<file path="src/rtl/sdram_col_seq.sv">
module sdram_col_seq #(
  parameter int COL_W = 8
) (
  input  logic             clk,
  input  logic             rst_n,
  input  logic             mode_wr,
  input  logic [9:0]       mode_key,
  output logic             mode_err,
  input  logic             cmd_rd,
  input  logic             cmd_wr,
  input  logic             cmd_stop,
  input  logic [COL_W-1:0] start_col,
  input  logic             rmask_in,
  input  logic             wmask_in,
  output logic [COL_W-1:0] col_out,
  output logic             col_vld,
  output logic             last_beat,
  output logic             burst_is_wr,
  output logic             wr_strobe,
  output logic             rd_dvalid,
  output logic             rd_hiz
);
  localparam logic [2:0] LEN_FULL = 3'd7;
  localparam logic [COL_W-1:0] ALL_ONES = {COL_W{1'b1}};

  logic [2:0] len_q;
  logic       ilv_mode_q, cl3_q, wb1_q;

  logic [COL_W-1:0] base_q, idx_q, msk_q;
  logic             act_q, wr_q, full_q, ilv_q, clb_q;
  logic [1:0]       rb_sh, hz_sh;

  logic key_ok, go, one_wr;
  logic [COL_W-1:0] len_msk;

  assign key_ok = (mode_key[2:0] <= 3'd3 || mode_key[2:0] == LEN_FULL) &&
                  (mode_key[6:4] == 3'd2 || mode_key[6:4] == 3'd3) &&
                  !(mode_key[2:0] == LEN_FULL && mode_key[3]) &&
                  (mode_key[8:7] == 2'b00);

  always_ff @(posedge clk) begin
    if (!rst_n) begin
      len_q <= '0; ilv_mode_q <= 1'b0; cl3_q <= 1'b0; wb1_q <= 1'b0;
      mode_err <= 1'b0;
    end else begin
      mode_err <= mode_wr && !key_ok;
      if (mode_wr && key_ok) begin
        len_q      <= mode_key[2:0];
        ilv_mode_q <= mode_key[3];
        cl3_q      <= mode_key[6:4] == 3'd3;
        wb1_q      <= mode_key[9];
      end
    end
  end

  assign go      = cmd_rd | cmd_wr;
  assign one_wr  = cmd_wr && wb1_q;
  assign len_msk = (len_q == LEN_FULL) ? ALL_ONES : COL_W'((1 << len_q) - 1);

  always_ff @(posedge clk) begin
    if (!rst_n) begin
      base_q <= '0; idx_q <= '0; msk_q <= '0;
      act_q <= 1'b0; wr_q <= 1'b0; full_q <= 1'b0; ilv_q <= 1'b0; clb_q <= 1'b0;
    end else if (go) begin
      base_q <= start_col;
      idx_q  <= '0;
      msk_q  <= one_wr ? '0 : len_msk;
      full_q <= (len_q == LEN_FULL) && !one_wr;
      ilv_q  <= ilv_mode_q;
      wr_q   <= cmd_wr;
      act_q  <= 1'b1;
      if (cmd_rd) clb_q <= cl3_q;
    end else if (cmd_stop) begin
      act_q <= 1'b0;
    end else if (act_q) begin
      if (!full_q && idx_q == msk_q) act_q <= 1'b0;
      idx_q <= idx_q + 1'b1;
    end
  end

  assign col_out = ilv_q ? (base_q ^ idx_q)
                         : ((base_q & ~msk_q) | ((base_q + idx_q) & msk_q));
  assign col_vld     = act_q;
  assign last_beat   = act_q && !full_q && idx_q == msk_q;
  assign burst_is_wr = act_q && wr_q;
  assign wr_strobe   = act_q && wr_q && !wmask_in;

  always_ff @(posedge clk) begin
    if (!rst_n) begin
      rb_sh <= '0;
      hz_sh <= '0;
    end else begin
      rb_sh <= {rb_sh[0], act_q && !wr_q};
      hz_sh <= {hz_sh[0], rmask_in};
    end
  end

  assign rd_dvalid = clb_q ? rb_sh[1] : rb_sh[0];
  assign rd_hiz    = hz_sh[1];
endmodule

</file>
<file path="config.mk">
export PLATFORM = sky130hd
export DESIGN_NAME = sdram_col_seq
export DESIGN_NICKNAME = d
export VERILOG_FILES = /design/src/rtl/sdram_col_seq.sv
export SDC_FILE = /design/constraint.sdc
export NUM_CORES = 1
export LEC_CHECK = 0
export ABC_CLOCK_PERIOD_IN_PS = 3300
export CORE_MARGIN = 2
export CORE_UTILIZATION = 45
export CTS_CLUSTER_DIAMETER = 40
export DETAILED_ROUTE_END_ITERATION = 10
export HOLD_SLACK_MARGIN = 0.12
export PLACE_DENSITY = 0.7
export SYNTH_ARGS = -nofsm -noshare
export SYNTH_HDL_FRONTEND = slang
export SYNTH_SLANG_ARGS = --single-unit
</file>
<file path="constraint.sdc">
create_clock -name clk -period 3.3 [get_ports clk]
set_clock_uncertainty 0.05 [all_clocks]
set_input_delay 0.495 -clock clk [delete_from_list [all_inputs] [get_ports clk]]
set_output_delay 0.495 -clock clk [all_outputs]
set_load 0.05 [all_outputs]
</file>
==> metrics <==
core footprint 4723 sq um; clk sinks 40; CP max FO 5; fillers 449; clk slew on worst S/H paths 70 ps; root buf cell clkbuf_8; Post-synth EDFFs 0; number of global-route vias before repair 1750; synthesized area per cell 8.144 sq um; first-pass GRT wire length 8004 um; IO buf count 40; CTS tree done; antenna violations before repair 0; clk_lat worst skew 290 ps; total power 971.0 uW; Primary FF master, synth dfxtp_1; GRT overflow 0; syn nets 307; Placed Cells 369; setup TNS 0 ps; Async SR Flop Fraction 0%; Die X-Extent 74.04 um; Routed Antenna Nets 0; Slew @ Worst Pin 532.6 ps; layout cells sized above 1 5.502%; max-slew violations 0; vias per std cell 5.077; hold path depth 1; Num CTS Buffers 5; non-filler cells, final 376; Fin. Hold Viols 0; total number of vias 1909; Setup crit end kind output pin; # IOs 41; synthesized area 2207 sq um; DRT Pass-1 Iters 4; status finished, final reports clean; Site Rows 25; RSZ-0062 raised after global routing false; GRT Total Usage 18.88%; Residual DRC 0; clock buffer depth 2; hpwl dp 3648 um; Pwr per Cell Area 354.9 nW/um^2; area occupied by multi-input gates 1313 sq um; H-tree levels 2; f_max 0.3143 GHz; Ys Warns 0; PnR worst setup slack 117.8 ps; Seq. cell area 800.8 sq um; Ant. Diodes 0; Placed Area 2654 sq um; final period utilization 96.43%; min-delay worst type flip-flop to flip-flop; first-iteration detailed-routing DRC count 52; RePlAce Congestion 0.8851; Die H 74.04 um; Final Setup Violations 0; FF-to-FF path depth 7; worst endpoint data arrival time 2640 ps; VDD IR max 204.2 uV; minimum clock period 3182 ps; sequential fraction of the synthesis area 36.28%; die area 5481 sq um; # nets final 345; slew margin rel. 64.45%; WS Path Type flip-flop to output pin; WL per Instance 12.72 um; CP required 2750 ps; maxcap violations 0; Routed WL 4781 um; Gate Count Post-Synth 271; static leakage 0.001076 uW; Yosys reg bits 40; Area Overhead vs Synth 23.98%; largest net degree at the start of global routing 21; cell area after layout 2736 sq um; Setup crit start kind flip-flop; Netlist cell types 47; initial core utilization 46.73%; Setup WS pre-CTS 404.5 ps
-- worst paths after layout --
path	end	slack (ps)	start
setup reg to reg	msk_q[4]$_SDFFE_PN0N_	1540	len_q[0]$_SDFFE_PN0P_
setup / recovery	col_out[2]	120	idx_q[0]$_SDFFE_PP0P_
hold / removal	hz_sh[1]$_SDFF_PN0_	390	hz_sh[0]$_SDFF_PN0_
hold reg to reg	hz_sh[1]$_SDFF_PN0_	390	hz_sh[0]$_SDFF_PN0_
-- layout by cell type, fill, tap and decap left out, types with 3 or more instances in the layout --
master / n
mux2i_1: 7
dfxtp_1: 40
nor3_1: 4
xor2_1: 6
nor2_1: 27
a21o_1: 5
ha_1: 9
nand3_1: 4
o21ai_1: 3
and2_1: 8
nand4_1: 4
clkdlybuf4s50_1: 35
clkbuf_8: 5
a21oi_1: 16
nor2b_1: 12
o21ai_0: 12
xnor2_1: 10
nand2_1: 39
buf_4: 6
a21boi_0: 9
inv_1: 11
-- power breakdown --
group	internal, uW	switching [uW]	total [uW]	leakage, uW
combinational	72.5	88.2	161	0.000709
clock	144	161	305	0.0000410
sequential	495	10.5	506	0.000326
-- logic make-up (layout without fill, tap and decap cells) --
group | count (synthesis) | in the layout | share of synthesized area, %
adders and majority gates | 10 | 10 | 6.009
buffers and inverters | 23 | 61 | 4.252
DFF | 40 | 40 | 36.28
AOI/OAI and AO/OA | 60 | 60 | 17.52
muxes | 9 | 9 | 4.195
xor gates and xnor gates | 16 | 16 | 6.349
and+or+nand+nor | 113 | 113 | 25.40
-- stage by stage --
stage	util [%]	hold slack, ps
final	57.93	386.8
after CTS	57.83	394.6
after global placement	56.19	364.9
after floorplan	-	353.8
after global routing	57.93	419.7
after detailed placement	56.19	373.8
-- what timing repair did --
item                                    CTS  global route
gates resized for setup                   0             2
hold buffers                              0             0
setup buffers                             0             0
endpoints found under the setup margin    0             2
-- per-layer routing --
metal  part of all wire [%]  track usage (%)
met1                     48            24.19
met2                     46            30.26
met3                    4.4            4.878
met4                    1.5            7.879
met5                      0                0
-- sequential cells by signal, summed over array words and instances, names as in the netlist --
name        count
ilv_mode_q      1
base_q          8
rb_sh           2
full_q          1
idx_q           8
mode_err        1
ilv_q           1
cl3_q           1
hz_sh           2
msk_q           8
clb_q           1
wr_q            1
wb1_q           1
len_q           3
col_vld         1
-- synthesized netlist by cell type (2+ instances only) --
cell type / instances / area (sq um)
mux2i_1: 7 / 70.07
xnor2_1: 10 / 87.58
and2_1: 8 / 50.05
nand4_1: 4 / 25.02
and3_1: 2 / 12.51
mux2_2: 2 / 22.52
nor3_1: 4 / 20.02
nand2b_1: 2 / 12.51
inv_1: 11 / 41.29
a21o_1: 5 / 37.54
a21boi_0: 9 / 67.56
o21ai_0: 12 / 60.06
ha_1: 9 / 112.6
nand3_1: 4 / 20.02
xor2_1: 6 / 52.55
or4b_1: 2 / 20.02
o21ai_1: 3 / 15.01
o31ai_1: 2 / 15.01
nor2_1: 27 / 101.4
a21oi_1: 16 / 80.08
dfxtp_1: 40 / 800.8
clkbuf_1: 11 / 41.29
a31oi_1: 2 / 12.51
nand2_1: 39 / 146.4
nor2b_1: 12 / 75.07
-- cell type report --
type,count,area share [%]
clock buffer,6,2.652
inverter,11,1.509
clock inverter,1,0.1829
multi-input combinational,208,47.97
sequential,40,29.26
timing repair buffer,43,15.36
tap,67,3.064
-- critical path: stages (launching register included) --
cell             delay [ps]
dfxtp_1                 440
ha_1                    260
inv_1                    70
fa_1                    400
a21oi_1                 160
nor2_1                   50
a21oi_1                 140
clkdlybuf4s50_1         830
(Power assumes the default switching activity.)
